[src/rtl/vram_arb_pkg.sv]
package vram_arb_pkg;

  // Access phases, one clock each.
  typedef enum logic [2:0] {
    PH_IDLE = 3'd0,
    PH_ROW  = 3'd1,
    PH_RAS  = 3'd2,
    PH_CAS  = 3'd3,
    PH_DATA = 3'd4,
    PH_PRE  = 3'd5
  } phase_e;

  typedef enum logic {
    OWN_CPU = 1'b0,
    OWN_VID = 1'b1
  } owner_e;

endpackage

[src/rtl/vram_rst_sync.sv]
module vram_rst_sync #(
  parameter int STAGES = 2
) (
  input  logic clk,
  input  logic rst_n_in,
  output logic rst_n_out
);

  logic [STAGES-1:0] sync_q;

  always_ff @(posedge clk or negedge rst_n_in) begin
    if (!rst_n_in) begin
      sync_q <= '0;
    end else begin
      sync_q <= {sync_q[STAGES-2:0], 1'b1};
    end
  end

  assign rst_n_out = sync_q[STAGES-1];

endmodule

[src/rtl/vram_cpu_decode.sv]
module vram_cpu_decode #(
  parameter int          CPU_AW  = 18,
  parameter int          ROW_W   = 8,
  parameter int          COL_W   = 8,
  parameter int          BANK_W  = 1,
  parameter int unsigned RAM_TAG = 1
) (
  input  logic [CPU_AW-1:0] addr,
  output logic              ram_hit,
  output logic [BANK_W-1:0] bank,
  output logic [ROW_W-1:0]  row,
  output logic [COL_W-1:0]  col
);

  localparam int TAG_W  = CPU_AW - BANK_W - ROW_W - COL_W;
  localparam int ROW_LO = COL_W;
  localparam int BNK_LO = COL_W + ROW_W;
  localparam logic [TAG_W-1:0] TAG_VAL = TAG_W'(RAM_TAG);

  assign ram_hit = (addr[CPU_AW-1 -: TAG_W] == TAG_VAL);
  assign bank    = addr[BNK_LO +: BANK_W];
  assign row     = addr[ROW_LO +: ROW_W];
  assign col     = addr[COL_W-1:0];

endmodule

[src/rtl/vram_access_seq.sv]
module vram_access_seq
  import vram_arb_pkg::*;
#(
  parameter int          ROW_W    = 8,
  parameter int          COL_W    = 8,
  parameter int          BANK_W   = 1,
  parameter int          DATA_W   = 8,
  parameter int unsigned VID_BANK = 0
) (
  input  logic              clk,
  input  logic              rst_n,
  input  logic              vid_req,
  input  logic [ROW_W-1:0]  vid_row,
  input  logic [COL_W-1:0]  vid_col,
  input  logic              cpu_go,
  input  logic              cpu_wr,
  input  logic [BANK_W-1:0] cpu_bank,
  input  logic [ROW_W-1:0]  cpu_row,
  input  logic [COL_W-1:0]  cpu_col,
  input  logic [DATA_W-1:0] cpu_wdata,
  input  logic [DATA_W-1:0] dram_rdata,
  output phase_e            phase,
  output owner_e            owner,
  output logic [ROW_W-1:0]  row,
  output logic [COL_W-1:0]  col,
  output logic [BANK_W-1:0] bank,
  output logic              wr,
  output logic [DATA_W-1:0] wdata,
  output logic [DATA_W-1:0] cpu_rdata,
  output logic [DATA_W-1:0] vid_rdata
);

  localparam logic [BANK_W-1:0] VID_BANK_SEL = BANK_W'(VID_BANK);

  phase_e            phase_q, phase_d;
  owner_e            owner_q, owner_d;
  logic [ROW_W-1:0]  row_q, row_d;
  logic [COL_W-1:0]  col_q, col_d;
  logic [BANK_W-1:0] bank_q, bank_d;
  logic              wr_q, wr_d;
  logic [DATA_W-1:0] wdata_q, wdata_d;
  logic [DATA_W-1:0] cpu_rd_q, vid_rd_q;
  logic              cpu_cap_en, vid_cap_en;

  // Next-state: grant in idle (display first), then walk the phases.
  always_comb begin
    phase_d = phase_q;
    owner_d = owner_q;
    row_d   = row_q;
    col_d   = col_q;
    bank_d  = bank_q;
    wr_d    = wr_q;
    wdata_d = wdata_q;
    unique case (phase_q)
      PH_IDLE: begin
        if (vid_req) begin
          phase_d = PH_ROW;
          owner_d = OWN_VID;
          row_d   = vid_row;
          col_d   = vid_col;
          bank_d  = VID_BANK_SEL;
          wr_d    = 1'b0;
        end else if (cpu_go) begin
          phase_d = PH_ROW;
          owner_d = OWN_CPU;
          row_d   = cpu_row;
          col_d   = cpu_col;
          bank_d  = cpu_bank;
          wr_d    = cpu_wr;
          wdata_d = cpu_wdata;
        end
      end
      PH_ROW:  phase_d = PH_RAS;
      PH_RAS:  phase_d = PH_CAS;
      PH_CAS:  phase_d = PH_DATA;
      PH_DATA: phase_d = PH_PRE;
      PH_PRE:  phase_d = PH_IDLE;
      default: phase_d = PH_IDLE;
    endcase
  end

  assign cpu_cap_en = (phase_q == PH_DATA) && (owner_q == OWN_CPU) && !wr_q;
  assign vid_cap_en = (phase_q == PH_DATA) && (owner_q == OWN_VID);

  always_ff @(posedge clk or negedge rst_n) begin
    if (!rst_n) begin
      phase_q  <= PH_IDLE;
      owner_q  <= OWN_CPU;
      row_q    <= '0;
      col_q    <= '0;
      bank_q   <= '0;
      wr_q     <= 1'b0;
      wdata_q  <= '0;
      cpu_rd_q <= '0;
      vid_rd_q <= '0;
    end else begin
      phase_q <= phase_d;
      owner_q <= owner_d;
      row_q   <= row_d;
      col_q   <= col_d;
      bank_q  <= bank_d;
      wr_q    <= wr_d;
      wdata_q <= wdata_d;
      if (cpu_cap_en) begin
        cpu_rd_q <= dram_rdata;
      end
      if (vid_cap_en) begin
        vid_rd_q <= dram_rdata;
      end
    end
  end

  assign phase     = phase_q;
  assign owner     = owner_q;
  assign row       = row_q;
  assign col       = col_q;
  assign bank      = bank_q;
  assign wr        = wr_q;
  assign wdata     = wdata_q;
  assign cpu_rdata = cpu_rd_q;
  assign vid_rdata = vid_rd_q;

endmodule

[src/rtl/vram_strobe_gen.sv]
module vram_strobe_gen
  import vram_arb_pkg::*;
#(
  parameter int ROW_W     = 8,
  parameter int COL_W     = 8,
  parameter int NUM_BANKS = 2,
  parameter int BANK_W    = 1,
  parameter int DATA_W    = 8,
  parameter int MUX_W     = 8
) (
  input  phase_e               phase,
  input  owner_e               owner,
  input  logic [ROW_W-1:0]     row,
  input  logic [COL_W-1:0]     col,
  input  logic [BANK_W-1:0]    bank,
  input  logic                 wr,
  input  logic [DATA_W-1:0]    wdata,
  output logic [MUX_W-1:0]     dram_addr,
  output logic                 ras_n,
  output logic [NUM_BANKS-1:0] cas_n,
  output logic                 we_n,
  output logic [DATA_W-1:0]    dram_wdata,
  output logic                 addr_src_vid,
  output logic                 xcvr_oe_n,
  output logic                 cpu_ready,
  output logic                 vid_ack
);

  logic row_phase, ras_phase, col_phase, busy, vid_cyc, cpu_wr_cyc;

  assign row_phase  = (phase == PH_ROW) || (phase == PH_RAS);
  assign col_phase  = (phase == PH_CAS) || (phase == PH_DATA);
  assign ras_phase  = (phase == PH_RAS) || col_phase;
  assign busy       = row_phase || col_phase;
  assign vid_cyc    = busy && (owner == OWN_VID);
  assign cpu_wr_cyc = col_phase && (owner == OWN_CPU) && wr;

  always_comb begin
    dram_addr = '0;
    if (row_phase) begin
      dram_addr = MUX_W'(row);
    end else if (col_phase) begin
      dram_addr = MUX_W'(col);
    end
  end

  for (genvar b = 0; b < NUM_BANKS; b++) begin : g_cas
    assign cas_n[b] = !(col_phase && (bank == BANK_W'(b)));
  end

  assign ras_n        = !ras_phase;
  assign we_n         = !cpu_wr_cyc;
  assign dram_wdata   = cpu_wr_cyc ? wdata : '0;
  assign addr_src_vid = vid_cyc;
  assign xcvr_oe_n    = vid_cyc;
  assign cpu_ready    = (phase == PH_PRE) && (owner == OWN_CPU);
  assign vid_ack      = (phase == PH_PRE) && (owner == OWN_VID);

endmodule

[src/rtl/vram_arbiter.sv]
module vram_arbiter
  import vram_arb_pkg::*;
#(
  parameter int          CPU_AW    = 18,
  parameter int          ROW_W     = 8,
  parameter int          COL_W     = 8,
  parameter int          DATA_W    = 8,
  parameter int          NUM_BANKS = 2,
  parameter int unsigned RAM_TAG   = 1,
  parameter int unsigned VID_BANK  = 0
) (
  input  logic                 clk,
  input  logic                 rst_n,
  input  logic [CPU_AW-1:0]    cpu_addr,
  input  logic                 cpu_req,
  input  logic                 cpu_wr,
  input  logic [DATA_W-1:0]    cpu_wdata,
  output logic [DATA_W-1:0]    cpu_rdata,
  output logic                 cpu_ready,
  input  logic                 vid_req,
  input  logic [ROW_W-1:0]     vid_row,
  input  logic [COL_W-1:0]     vid_col,
  output logic [DATA_W-1:0]    vid_rdata,
  output logic                 vid_ack,
  output logic [((ROW_W > COL_W) ? ROW_W : COL_W)-1:0] dram_addr,
  output logic                 dram_ras_n,
  output logic [NUM_BANKS-1:0] dram_cas_n,
  output logic                 dram_we_n,
  output logic [DATA_W-1:0]    dram_wdata,
  input  logic [DATA_W-1:0]    dram_rdata,
  output logic                 addr_src_vid,
  output logic                 xcvr_oe_n
);

  localparam int BANK_W = (NUM_BANKS > 1) ? $clog2(NUM_BANKS) : 1;
  localparam int MUX_W  = (ROW_W > COL_W) ? ROW_W : COL_W;

  logic              rst_n_sync;
  logic              ram_hit, cpu_go;
  logic [BANK_W-1:0] dec_bank, seq_bank;
  logic [ROW_W-1:0]  dec_row, seq_row;
  logic [COL_W-1:0]  dec_col, seq_col;
  logic              seq_wr;
  logic [DATA_W-1:0] seq_wdata;
  phase_e            seq_phase;
  owner_e            seq_owner;

  vram_rst_sync #(.STAGES(2)) u_rst (
    .clk       (clk),
    .rst_n_in  (rst_n),
    .rst_n_out (rst_n_sync)
  );

  vram_cpu_decode #(
    .CPU_AW (CPU_AW), .ROW_W (ROW_W), .COL_W (COL_W),
    .BANK_W (BANK_W), .RAM_TAG (RAM_TAG)
  ) u_dec (
    .addr    (cpu_addr),
    .ram_hit (ram_hit),
    .bank    (dec_bank),
    .row     (dec_row),
    .col     (dec_col)
  );

  assign cpu_go = cpu_req && ram_hit;

  vram_access_seq #(
    .ROW_W (ROW_W), .COL_W (COL_W), .BANK_W (BANK_W),
    .DATA_W (DATA_W), .VID_BANK (VID_BANK)
  ) u_seq (
    .clk        (clk),
    .rst_n      (rst_n_sync),
    .vid_req    (vid_req),
    .vid_row    (vid_row),
    .vid_col    (vid_col),
    .cpu_go     (cpu_go),
    .cpu_wr     (cpu_wr),
    .cpu_bank   (dec_bank),
    .cpu_row    (dec_row),
    .cpu_col    (dec_col),
    .cpu_wdata  (cpu_wdata),
    .dram_rdata (dram_rdata),
    .phase      (seq_phase),
    .owner      (seq_owner),
    .row        (seq_row),
    .col        (seq_col),
    .bank       (seq_bank),
    .wr         (seq_wr),
    .wdata      (seq_wdata),
    .cpu_rdata  (cpu_rdata),
    .vid_rdata  (vid_rdata)
  );

  vram_strobe_gen #(
    .ROW_W (ROW_W), .COL_W (COL_W), .NUM_BANKS (NUM_BANKS),
    .BANK_W (BANK_W), .DATA_W (DATA_W), .MUX_W (MUX_W)
  ) u_strb (
    .phase        (seq_phase),
    .owner        (seq_owner),
    .row          (seq_row),
    .col          (seq_col),
    .bank         (seq_bank),
    .wr           (seq_wr),
    .wdata        (seq_wdata),
    .dram_addr    (dram_addr),
    .ras_n        (dram_ras_n),
    .cas_n        (dram_cas_n),
    .we_n         (dram_we_n),
    .dram_wdata   (dram_wdata),
    .addr_src_vid (addr_src_vid),
    .xcvr_oe_n    (xcvr_oe_n),
    .cpu_ready    (cpu_ready),
    .vid_ack      (vid_ack)
  );

endmodule

[config.mk]
export PLATFORM = sky130hd
export DESIGN_NAME = vram_arbiter
export DESIGN_NICKNAME = d
export VERILOG_FILES = /design/src/rtl/vram_arb_pkg.sv /design/src/rtl/vram_rst_sync.sv /design/src/rtl/vram_cpu_decode.sv /design/src/rtl/vram_access_seq.sv /design/src/rtl/vram_strobe_gen.sv /design/src/rtl/vram_arbiter.sv
export SDC_FILE = /design/constraint.sdc
export NUM_CORES = 1
export LEC_CHECK = 0
export BUFFER_PORTS_ARGS = -buffer_cell sky130_fd_sc_hd__buf_2
export CORE_ASPECT_RATIO = 1.2
export CORE_MARGIN = 3
export CORE_UTILIZATION = 51
export CTS_BUF_LIST = sky130_fd_sc_hd__clkbuf_16
export CTS_CLUSTER_DIAMETER = 200
export DETAILED_ROUTE_END_ITERATION = 12
export GPL_TIMING_DRIVEN = 0
export PLACE_DENSITY = 0.83
export SKIP_LAST_GASP = 1
export SYNTH_ARGS = -nofsm -noshare
export SYNTH_HDL_FRONTEND = slang
export SYNTH_SLANG_ARGS = --single-unit
export TNS_END_PERCENT = 50
[constraint.sdc]
create_clock -name clk -period 4.45 [get_ports clk]
set_clock_uncertainty 0.05 [all_clocks]
set_input_delay 0.445 -clock clk [delete_from_list [all_inputs] [get_ports clk]]
set_output_delay 0.445 -clock clk [all_outputs]
set_load 0.02 [all_outputs]
==> results.toml <==
[status]
status = "finished, final reports clean"

[synthesis]
synthCells = 183
post_synth.cell_area_avg_sq_um = 12.2
synth_top_family_by_area = "multiplexers"
synthAdderAreaFrac_pct = 0
synthDistinctLibCells = 30
synth_warnings = 0
muxShareOfSynthArea_pct = 20.7
synth_compound_area_share_pct = 12.9
synth_xor_area_share_pct = 0.393
netlist_area_sq_mm = 0.00223
synth-simple-area-share_pct = 7.93
ys_seq_area_share_pct = 54.0
ys_ff_latch = 48
synth.net_count = 238

[worst_setup_path]
critPathSlowestCell = "dfrtp_1"
crit_buf_inv = 5
path_delay_family = "buffers and inverters"
r2r_cells = 6
r2r-end = "u_seq.wdata[1]$_DFFE_PN0P_"
path_class = "reg -> out"
setup.worst_path.start_class = "register"
cp.arrival_ps = 2050
reg2reg_from = "u_seq.phase[0]$_DFFE_PN0P_"
crit_fanout = 10
path_cells = "buf_6 -> or3_1 -> buf_2 -> buf_1 -> and3_1 -> buf_4 -> buf_2"
r2r_slack_ps = 2460
crit_top_cell = "buf_2"
critical_path_required_ps = 3950
cpPeakStageDelay_ps = 370
worstSetupEndpointType = "output port"

[route]
drt_first_pass_iters = 4
drc_errors = 0
wire_per_inst_microns = 14.7
vias_per_cell = 5.23
ant_nets = 0
wirelength_mm = 4.98
vias = 1779
drt_iter0_markers = 59

[timing]
finalCriticalPeriod_ps = 2550
relSlewSlack_pct = 53.0
setup_violations = 0
fin_ws_ps = 1900
setup-tns-final_ps = 0
slew_violations = 0
worstMarginPinSlew_ps = 706
rsz0062_at_grt = "no"
hold_violations = 0
max_freq_ghz = 0.393
fin_crit_sh_pct = 57.2

[min_path]
min_path_type = "reg -> async"

[global_route]
grt_overflow = 0
grt_use_total_pct = 19.9
grt_pass1_wl_mm = 7.92
top_usage_layer = "met2"
use_met2_pct = 35.3
grt_pass1_vias = 1818
grt_max_degree = 25
antenna_found_initial = 0
use_met1_pct = 23.6
grtUsageMet3_pct = 4.58

[placed_design]
placedCellCount = 332
place.gp.congestion = 0.799
dp_hpwl_mm = 3.77
portBuffers = 94
post-place-ws_ps = 2220

[cts]
root_buffer = "clkbuf_16"
cts.htree.levels = 2
cts.sinks = 48
cts_tree = "built"
clkLatencyLatePin_ps = 280
numCtsBuffers = 5
post_cts_buffers = 0
clockBufferDepth = 2
clk_pin_slew_ps = 60

[finish]
antenna_cells = 0
drive_above_1_share_pct = 47.2
final_common_cell = "buf_2"
stdcell_count = 340
nets = 341
final_cell_mix = "buf_2 (98), dfrtp_1 (47), o21ai_0 (33)"
syn2layout_area_growth_pct = 31.9

[power]
power_density_mw_per_mm2 = 681
p_leak_nw = 1.50
peakVddDrop_v = 0.000356

[floorplanning]
placementRows = 25
dieArea_sq_mm = 0.00520
start_util_pct = 54.7
pin_count = 95
die_h_microns = 78.4
core_sq_mm = 0.00407
die_x_microns = 66.3

[flow_run]
drv_cap = 0
[metal layers]
metal	share of wire (%)	vias to the layer above
met2	51	76
li1	-	857
met1	40	840
met5	0	-
met3	8.1	6
met4	1.3	0
[repair_timing]
action / CTS / global route
resized for setup: 0 / 0
hold buffers: 1 / 0
endpoints found under the hold margin: 2 / 0
[synthesized netlist by cell type]
| master | n | share of area, % |
|---|---|---|
| a211oi_1 | 1 | 0.34 |
| a21o_1 | 1 | 0.34 |
| xnor2_1 | 1 | 0.39 |
| a21oi_1 | 4 | 0.90 |
| nand3b_1 | 1 | 0.34 |
| buf_6 | 2 | 1.0 |
| or3b_4 | 1 | 0.51 |
| mux2_2 | 16 | 8.1 |
| o21ai_0 | 33 | 7.4 |
| dfrtp_1 | 48 | 54 |
| conb_1 | 1 | 0.17 |
| clkbuf_1 | 4 | 0.67 |
| buf_1 | 2 | 0.34 |
| nor4bb_1 | 1 | 0.45 |
| inv_1 | 2 | 0.34 |
| and4b_1 | 1 | 0.45 |
| nand2b_1 | 2 | 0.56 |
| and2_1 | 9 | 2.5 |
| mux2i_1 | 16 | 7.2 |
| nor3b_1 | 1 | 0.34 |
| buf_2 | 4 | 0.90 |
| mux2_4 | 8 | 5.4 |
| and3_1 | 1 | 0.28 |
| nor2_1 | 2 | 0.34 |
| nor3_1 | 2 | 0.45 |
| nand2_1 | 4 | 0.67 |
| a22o_1 | 10 | 3.9 |
| nor3_2 | 1 | 0.45 |
| or3_1 | 2 | 0.56 |
| buf_4 | 2 | 0.67 |
[registers in the layout, summed over array words and instances (netlist names)]
register / cells
u_seq.bank: 1
u_seq.wr: 1
u_seq.vid_rdata: 8
u_seq.wdata: 8
u_seq.row: 8
u_seq.phase: 3
u_seq.cpu_rdata: 8
u_rst.sync_q: 2
u_seq.col: 8
u_seq.owner: 1
[cell type report]
cell class / count / area [sq um]
sequential: 48 / 1200
fill: 310 / 1130
multi-input combinational: 119 / 937
timing repair buffer: 96 / 508
clock buffer: 5 / 125
buffer: 14 / 80.1
tap: 54 / 67.6
clock inverter: 2 / 7.51
inverter: 2 / 7.51
[stage by stage]
step / instance area (sq um) / util (%) / power (W) / hold slack [ps]
4_1_cts: 2940 / 72.2 / 0.00201 / 224
5_1_grt: 2940 / 72.2 / 0.00213 / 249
3_5_place_dp: 2790 / 68.7 / 0.00167 / 187
2_1_floorplan: 2230 / - / 0.00137 / 99.4
6_report: 2940 / 72.2 / 0.00200 / 202
3_3_place_gp: 2760 / 68.0 / 0.00163 / 181
[where the power goes]
group,switching (W),internal [W]
Sequential,0.000113,0.000640
Clock,0.000137,0.000201
Combinational,0.000516,0.000393
Total,0.000766,0.00123
[cells by family (layout without fill, tap and decap cells)]
group,after synthesis,count (layout)
AO/OA/AOI/OAI,49,49
AND/OR/NAND/NOR,28,28
other,1,1
flip-flops,48,48
multiplexers,40,40
buffers and inverters,16,119
XOR/XNOR,1,1
[worst max-delay path by stage]
stage	end	start	slack, ps	cells after the start
after floorplan	xcvr_oe_n	u_seq.phase[0]$_DFFE_PN0P_	2370	6
after global placement	xcvr_oe_n	u_seq.phase[0]$_DFFE_PN0P_	2230	7
after detailed placement	xcvr_oe_n	u_seq.phase[0]$_DFFE_PN0P_	2220	7
after CTS	xcvr_oe_n	u_seq.phase[0]$_DFFE_PN0P_	1900	7
after global routing	dram_addr[1]	u_seq.phase[0]$_DFFE_PN0P_	1790	6
final	xcvr_oe_n	u_seq.phase[0]$_DFFE_PN0P_	1900	7
(Power assumes the default switching activity.)
